### config.mk
export PLATFORM = sky130hd
export DESIGN_NAME = tmon_top
export DESIGN_NICKNAME = d
export VERILOG_FILES = /design/src/rtl/tmon_pkg.sv /design/src/rtl/tmon_regfile.sv /design/src/rtl/tmon_level_det.sv /design/src/rtl/tmon_event_bank.sv /design/src/rtl/tmon_top.sv
export SDC_FILE = /design/constraint.sdc
export NUM_CORES = 1
export LEC_CHECK = 0
export BUFFER_PORTS_ARGS = -buffer_cell sky130_fd_sc_hd__buf_2
export CAP_MARGIN = 25
export CORE_AREA = 3 3 104 131
export CTS_CLUSTER_SIZE = 24
export DETAILED_ROUTE_END_ITERATION = 10
export DIE_AREA = 0 0 107 134
export PLACE_DENSITY_LB_ADDON = 0.2
export SLEW_MARGIN = 25
export SYNTH_ARGS = -nofsm -noshare
export SYNTH_HDL_FRONTEND = slang
export SYNTH_SLANG_ARGS = --single-unit
### constraint.sdc
create_clock -name clk -period 3.7 [get_ports clk]
set_clock_uncertainty 0.1 [all_clocks]
set_input_delay 0 -clock clk [delete_from_list [all_inputs] [get_ports clk]]
set_output_delay 0 -clock clk [all_outputs]
set_load 0.1 [all_outputs]
### src/rtl/tmon_pkg.sv
package tmon_pkg;
  localparam int REG_W      = 32;
  localparam int CODE_W     = 8;
  localparam int NUM_LVL    = 3;
  localparam int LVL_STRIDE = 4;
  localparam int FALL_BASE  = 16;
  localparam int ADDR_W     = 3;
  localparam int SEL_W      = 4;
  localparam int SEL_LSB    = 20;
  localparam int CORE_BIT   = 0;
  localparam int TRIPEN_BIT = 12;
  localparam int TRIP_LVL   = 3;

  localparam logic [ADDR_W-1:0] A_CTRL = 3'd0;
  localparam logic [ADDR_W-1:0] A_RISE = 3'd1;
  localparam logic [ADDR_W-1:0] A_FALL = 3'd2;
  localparam logic [ADDR_W-1:0] A_IEN  = 3'd3;
  localparam logic [ADDR_W-1:0] A_ICLR = 3'd4;
  localparam logic [ADDR_W-1:0] A_STAT = 3'd5;
  localparam logic [ADDR_W-1:0] A_TEMP = 3'd6;

  // status / enable / clear bit position of a rising level
  function automatic int rise_pos(input int lvl);
    return lvl * LVL_STRIDE;
  endfunction

  // status / enable / clear bit position of a falling level
  function automatic int fall_pos(input int lvl);
    return FALL_BASE + lvl * LVL_STRIDE;
  endfunction

  // all implemented event bit positions
  function automatic logic [REG_W-1:0] event_mask();
    logic [REG_W-1:0] m;
    m = '0;
    for (int i = 0; i < NUM_LVL; i++) begin
      m[rise_pos(i)] = 1'b1;
      m[fall_pos(i)] = 1'b1;
    end
    return m;
  endfunction

  // implemented control bits
  function automatic logic [REG_W-1:0] ctrl_mask();
    logic [REG_W-1:0] m;
    m = '0;
    m[CORE_BIT]   = 1'b1;
    m[TRIPEN_BIT] = 1'b1;
    for (int i = 0; i < SEL_W; i++) m[SEL_LSB + i] = 1'b1;
    return m;
  endfunction

  // upward crossing: now at/above, before below
  function automatic logic went_up(input logic [CODE_W-1:0] now_c,
                                   input logic [CODE_W-1:0] old_c,
                                   input logic [CODE_W-1:0] thr);
    return (now_c >= thr) && (old_c < thr);
  endfunction

  // downward crossing: now below, before at/above
  function automatic logic went_down(input logic [CODE_W-1:0] now_c,
                                     input logic [CODE_W-1:0] old_c,
                                     input logic [CODE_W-1:0] thr);
    return (now_c < thr) && (old_c >= thr);
  endfunction
endpackage

### src/rtl/tmon_regfile.sv
module tmon_regfile
  import tmon_pkg::*;
(
  input  logic              clk,
  input  logic              rst_n,
  input  logic              wen,
  input  logic [ADDR_W-1:0] addr,
  input  logic [REG_W-1:0]  wdata,
  output logic [REG_W-1:0]  ctrl_q,
  output logic [REG_W-1:0]  rise_thr_q,
  output logic [REG_W-1:0]  fall_thr_q,
  output logic [REG_W-1:0]  ien_q,
  output logic [REG_W-1:0]  clr_vec
);
  localparam logic [REG_W-1:0] CTRL_MASK = ctrl_mask();
  localparam logic [REG_W-1:0] EVT_MASK  = event_mask();

  always_ff @(posedge clk or negedge rst_n) begin
    if (!rst_n) begin
      ctrl_q     <= '0;
      rise_thr_q <= '0;
      fall_thr_q <= '0;
      ien_q      <= '0;
    end else if (wen) begin
      case (addr)
        A_CTRL:  ctrl_q     <= wdata & CTRL_MASK;
        A_RISE:  rise_thr_q <= wdata;
        A_FALL:  fall_thr_q <= wdata;
        A_IEN:   ien_q      <= wdata & EVT_MASK;
        default: ;
      endcase
    end
  end

  // write-one-to-clear pulse, valid only during the write cycle
  assign clr_vec = (wen && addr == A_ICLR) ? (wdata & EVT_MASK) : '0;
endmodule

### src/rtl/tmon_level_det.sv
module tmon_level_det
  import tmon_pkg::*;
#(
  parameter int LVLS = NUM_LVL
)(
  input  logic                     accept,
  input  logic [CODE_W-1:0]        code,
  input  logic [CODE_W-1:0]        prev,
  input  logic [LVLS*CODE_W-1:0]   rise_thr,
  input  logic [LVLS*CODE_W-1:0]   fall_thr,
  output logic [LVLS-1:0]          rise_hit,
  output logic [LVLS-1:0]          fall_hit,
  output logic [REG_W-1:0]         set_vec
);
  for (genvar g = 0; g < LVLS; g++) begin : g_lvl
    logic [CODE_W-1:0] r_thr;
    logic [CODE_W-1:0] f_thr;
    assign r_thr       = rise_thr[g*CODE_W +: CODE_W];
    assign f_thr       = fall_thr[g*CODE_W +: CODE_W];
    assign rise_hit[g] = accept && went_up(code, prev, r_thr);
    assign fall_hit[g] = accept && went_down(code, prev, f_thr);
  end

  always_comb begin
    set_vec = '0;
    for (int i = 0; i < LVLS; i++) begin
      set_vec[rise_pos(i)] = rise_hit[i];
      set_vec[fall_pos(i)] = fall_hit[i];
    end
  end
endmodule

### src/rtl/tmon_event_bank.sv
module tmon_event_bank
  import tmon_pkg::*;
(
  input  logic             clk,
  input  logic             rst_n,
  input  logic [REG_W-1:0] set_vec,
  input  logic [REG_W-1:0] clr_vec,
  input  logic [REG_W-1:0] ien,
  output logic [REG_W-1:0] pending_q,
  output logic             irq
);
  logic [REG_W-1:0] pending_d;

  // new events take priority over a clear in the same cycle
  assign pending_d = (pending_q & ~clr_vec) | set_vec;

  always_ff @(posedge clk or negedge rst_n) begin
    if (!rst_n) pending_q <= '0;
    else        pending_q <= pending_d;
  end

  assign irq = |(pending_q & ien);
endmodule

### src/rtl/tmon_top.sv
module tmon_top
  import tmon_pkg::*;
(
  input  logic              clk,
  input  logic              rst_n,
  input  logic              reg_wen,
  input  logic [ADDR_W-1:0] reg_addr,
  input  logic [REG_W-1:0]  reg_wdata,
  output logic [REG_W-1:0]  reg_rdata,
  input  logic [CODE_W-1:0] sensor_code,
  input  logic              sensor_valid,
  output logic [SEL_W-1:0]  sensor_sel,
  output logic              irq,
  output logic              trip
);
  localparam int LVL_BITS = NUM_LVL * CODE_W;

  logic [REG_W-1:0]   ctrl_q, rise_thr_q, fall_thr_q, ien_q, clr_vec;
  logic [REG_W-1:0]   set_vec, pending_q;
  logic [NUM_LVL-1:0] rise_hit, fall_hit;
  logic [CODE_W-1:0]  cur_code_q;
  logic [CODE_W-1:0]  trip_thr;
  logic               core_en, trip_en, accept, trip_hit, trip_q;

  tmon_regfile u_regs (
    .clk        (clk),
    .rst_n      (rst_n),
    .wen        (reg_wen),
    .addr       (reg_addr),
    .wdata      (reg_wdata),
    .ctrl_q     (ctrl_q),
    .rise_thr_q (rise_thr_q),
    .fall_thr_q (fall_thr_q),
    .ien_q      (ien_q),
    .clr_vec    (clr_vec)
  );

  assign core_en    = ctrl_q[CORE_BIT];
  assign trip_en    = ctrl_q[TRIPEN_BIT];
  assign sensor_sel = ctrl_q[SEL_LSB +: SEL_W];
  assign accept     = sensor_valid && core_en;
  assign trip_thr   = rise_thr_q[TRIP_LVL*CODE_W +: CODE_W];

  tmon_level_det #(.LVLS(NUM_LVL)) u_det (
    .accept   (accept),
    .code     (sensor_code),
    .prev     (cur_code_q),
    .rise_thr (rise_thr_q[LVL_BITS-1:0]),
    .fall_thr (fall_thr_q[LVL_BITS-1:0]),
    .rise_hit (rise_hit),
    .fall_hit (fall_hit),
    .set_vec  (set_vec)
  );

  tmon_event_bank u_bank (
    .clk       (clk),
    .rst_n     (rst_n),
    .set_vec   (set_vec),
    .clr_vec   (clr_vec),
    .ien       (ien_q),
    .pending_q (pending_q),
    .irq       (irq)
  );

  // the last accepted code doubles as the "previous" code for crossings
  always_ff @(posedge clk or negedge rst_n) begin
    if (!rst_n)      cur_code_q <= '0;
    else if (accept) cur_code_q <= sensor_code;
  end

  assign trip_hit = accept && trip_en && (sensor_code >= trip_thr);

  always_ff @(posedge clk or negedge rst_n) begin
    if (!rst_n)        trip_q <= 1'b0;
    else if (trip_hit) trip_q <= 1'b1;
  end

  assign trip = trip_q;

  always_comb begin
    case (reg_addr)
      A_CTRL:  reg_rdata = ctrl_q;
      A_RISE:  reg_rdata = rise_thr_q;
      A_FALL:  reg_rdata = fall_thr_q;
      A_IEN:   reg_rdata = ien_q;
      A_STAT:  reg_rdata = pending_q;
      A_TEMP:  reg_rdata = {{(REG_W-CODE_W){1'b0}}, cur_code_q};
      default: reg_rdata = '0;
    endcase
  end
endmodule

==> reports/metrics.csv <==
stage,metric,value,unit
sta,worstMarginPinSlew,1040,ps
clock_tree,cts.path.max_buffers,2,
clock_tree,cts_tree,yes,
sta,fmax,0.434,GHz
detailed_routing,vias,5196,
global_routing,grt_pass1_vias,5291,
placement,dpl_worst_slack,1070,ps
power,power_per_cell_area,583,nW/µm²
worst_setup_path,critPathCaptureType,register,
synth,yosysTopAreaCellShare,36.6,%
floorplan,die_h,134,µm
detailed_routing,vias_per_cell,5.72,
sta,finalCritPeriodShare,62.3,%
synth,synth_flop_cell,dfrtp_1,
synth,synth_cell_type_count,45,
synth,syn_nets,774,
floorplan,io_pins,85,
global_routing,grt_antenna_before_repair,0,
synth,yosys-top-cells-count,"98 x ha_1, 91 x dfrtp_1, 76 x nand2_1",
floorplan,die_w,107,µm
synth,ys_ff_latch,91,
run,drv_cap,0,
worst_setup_path,crit_path_max_incr_delay,450,ps
floorplan,core_area,12600,µm²
global_routing,grt_use_total,25.5,%
final_layout,final_util,58.8,%
power,total_leakage_power,3.54,nW
worst_setup_path,path_cells,"inv_1, ha_1, nand2b_1, a211o_1, a21oi_1, o21ai_0, a32o_1",
outcome,outcome,finished clean,
clock_tree,clock_sinks,91,
clock_tree,htreeDepth,3,
detailed_routing,routedWlPerCell,19.4,µm
floorplan,start_util,49.4,%
final_layout,nNetsFinal,881,
clock_tree,cts_setup_buffers,0,
sta,finalHoldViolations,0,
synth,synth_most_common_cell,ha_1,
worst_setup_path,crit_buf_inv,1,
worst_setup_path,cp.required,3850,ps
hold_path,hold_path.class,in2reg,
clock_tree,insertion_delay,350,ps
global_routing,grt_pass1_wl,28000,µm
sta,max-slew-margin-rel,30.6,%
worst_setup_path,cpLargestDelayFamily,compound AO/OA/AOI/OAI gates,
synth,synth_area_leaders,"dfrtp_1 37%, ha_1 20%, o21ai_0 5.8%",
clock_tree,clkTransAtPathRegs,70,ps
global_routing,grt_overflow,0,
final_layout,drive_above_1_share,20.6,%
power,ir_drop,333,µV
synth,yosysWarnings,0,
sta,slew_violations,0,
detailed_routing,drc_errors,0,
synth,async_flop_share,100,%
worst_setup_path,start_kind,register,
clock_tree,cts-root-buf,clkbuf_16,
synth,yosys.area.top_type,dfrtp_1,
final_layout,n_antenna_cell,0,
placement,numPortBuffers,84,
floorplan,num_rows,46,
worst_setup_path,crit_arrival,2450,ps
sta,period_needed,2300,ps
final_layout,areaGrowthSynthToFinish,19.1,%
placement,hpwl,12800,µm
sta,fin_setup_tns,0,ps
detailed_routing,drtPass1Iterations,5,
sta,finalSetupViolCount,0,
worst_setup_path,path_class,reg2reg,
placement,gp_congestion,0.893,
worst_setup_path,cp_max_fo,5,
synth,ys_seq_area_share,36.6,%
global_routing,grt_max_degree,72,
floorplan,die-area,14300,µm²
synth,syn-cell-area,6220,µm²
detailed_routing,ant_nets,0,
sta,rsz0062_at_grt,false,
synth,syn_inst,629,
detailed_routing,drt-initial-drc-count,221,
worst_setup_path,worst_path_max_delay_cell,dfrtp_1,
detailed_routing,wl,17700,µm
synth,synth_edf_count,0,
synth,synth_area_per_cell,9.90,µm²
clock_tree,cts_made_buffers,9,
sta,layout_setup_ws,1400,ps
==> worst register-to-register path, stage by stage (launching register included) <==
cell,delay (ps)
dfrtp_1,450
inv_1,210
ha_1,260
nand2b_1,140
a211o_1,280
a21oi_1,320
o21ai_0,160
a32o_1,280
==> stage by stage <==
stage	cells	hold slack [ps]	total power, W	cell area, µm²
floorplan	629	-396	0.00280	6220
global placement	855	88.6	0.00323	6710
detailed placement	855	102	0.00330	6720
CTS	909	32.3	0.00434	7410
global route	909	41.1	0.00461	7410
finish	909	52.0	0.00432	7410
==> what timing repair did <==
action                     in CTS  in global routing
hold endpoints to repair      157                  0
hold buffers                   38                  0
resized for setup               0                  0
setup endpoints to repair       0                  0
==> logic make-up (layout without fill, tap and decap cells) <==
logic type,count (synthesis),in the layout,share of synthesized area [%]
multiplexers,41,41,8.18
adder cells (fa/ha/maj),98,98,19.7
flip-flops,91,91,36.6
buffers and inverters,85,197,6.33
AND/OR/NAND/NOR,131,131,9.99
AO/OA/AOI/OAI,183,183,19.2
==> sequential cells by signal (all words and copies together) (netlist names) <==
register           count
u_regs.ien_q           6
trip                   1
u_regs.rise_thr_q     32
u_regs.ctrl_q          6
u_regs.fall_thr_q     32
cur_code_q             8
u_bank.pending_q       6
==> cell usage in the layout, fill, tap and decap left out, drive strengths merged, types with 2 or more instances in the layout <==
cell type and n:
mux2 35, or3 6, o21ai 72, a21o 6, a2111oi 2, inv 53
bufinv 2, mux2i 4, a31oi 2, dlygate4sd3 38, ha 98, nor2 14
o21a 11, nor2b 5, clkinv 2, nand2b 7, a211oi 6, a22oi 14
clkbuf 9, a32o 6, buf 90, nand4 7, mux4 2, a21oi 26
o2111ai 5, a21boi 5, clkinvlp 3, nand2 76, nand3 8, o221a 5
and2 3, a211o 5, dfrtp 91, a22o 16
==> metal layers <==
metal  vias to the layer above  share of wire (%)  global-route usage, %  wire, µm
met4                         0                4.6                   14.7       818
met1                      2526                 43                   32.4      7600
li1                       2480                  -                      -         -
met5                         -                  0                      0         0
met3                        42                4.1                   3.08       720
met2                       148                 48                   41.9      8540
==> power breakdown <==
group	switching [W]	leakage (nW)	total [W]	internal, W
logic	0.00114	2.29	0.00183	0.000688
clock network	0.000405	0.147	0.000994	0.000589
registers	0.000263	1.10	0.00150	0.00124
total	0.00181	3.54	0.00432	0.00251
==> cell type report <==
cell class | count | area [µm²]
fill | 1104 | 5190
multi-input combinational | 453 | 3560
sequential | 91 | 2280
timing repair buffer | 128 | 848
clock buffer | 9 | 225
tap | 168 | 210
inverter | 53 | 199
clock inverter | 7 | 92.6
==> worst paths after layout <==
kind | start | endpoint | slack (ps) | depth (start not counted)
min in group asynchronous | rst_n | u_regs.fall_thr_q[26]$_DFFE_PN0P_ | 230 | 2
worst max-delay path | cur_code_q[0]$_DFFE_PN0P_ | u_bank.pending_q[24]$_DFF_PN0_ | 1400 | 7
max in group asynchronous | rst_n | u_regs.rise_thr_q[4]$_DFFE_PN0P_ | 2420 | 3
worst max register to register | cur_code_q[0]$_DFFE_PN0P_ | u_bank.pending_q[24]$_DFF_PN0_ | 1400 | 7
worst min-delay path | sensor_code[7] | cur_code_q[7]$_DFFE_PN0P_ | 50 | 2
worst min register to register | u_regs.fall_thr_q[31]$_DFFE_PN0P_ | u_regs.fall_thr_q[31]$_DFFE_PN0P_ | 420 | 1
Note: power is estimated with default switching activity, not from simulation.
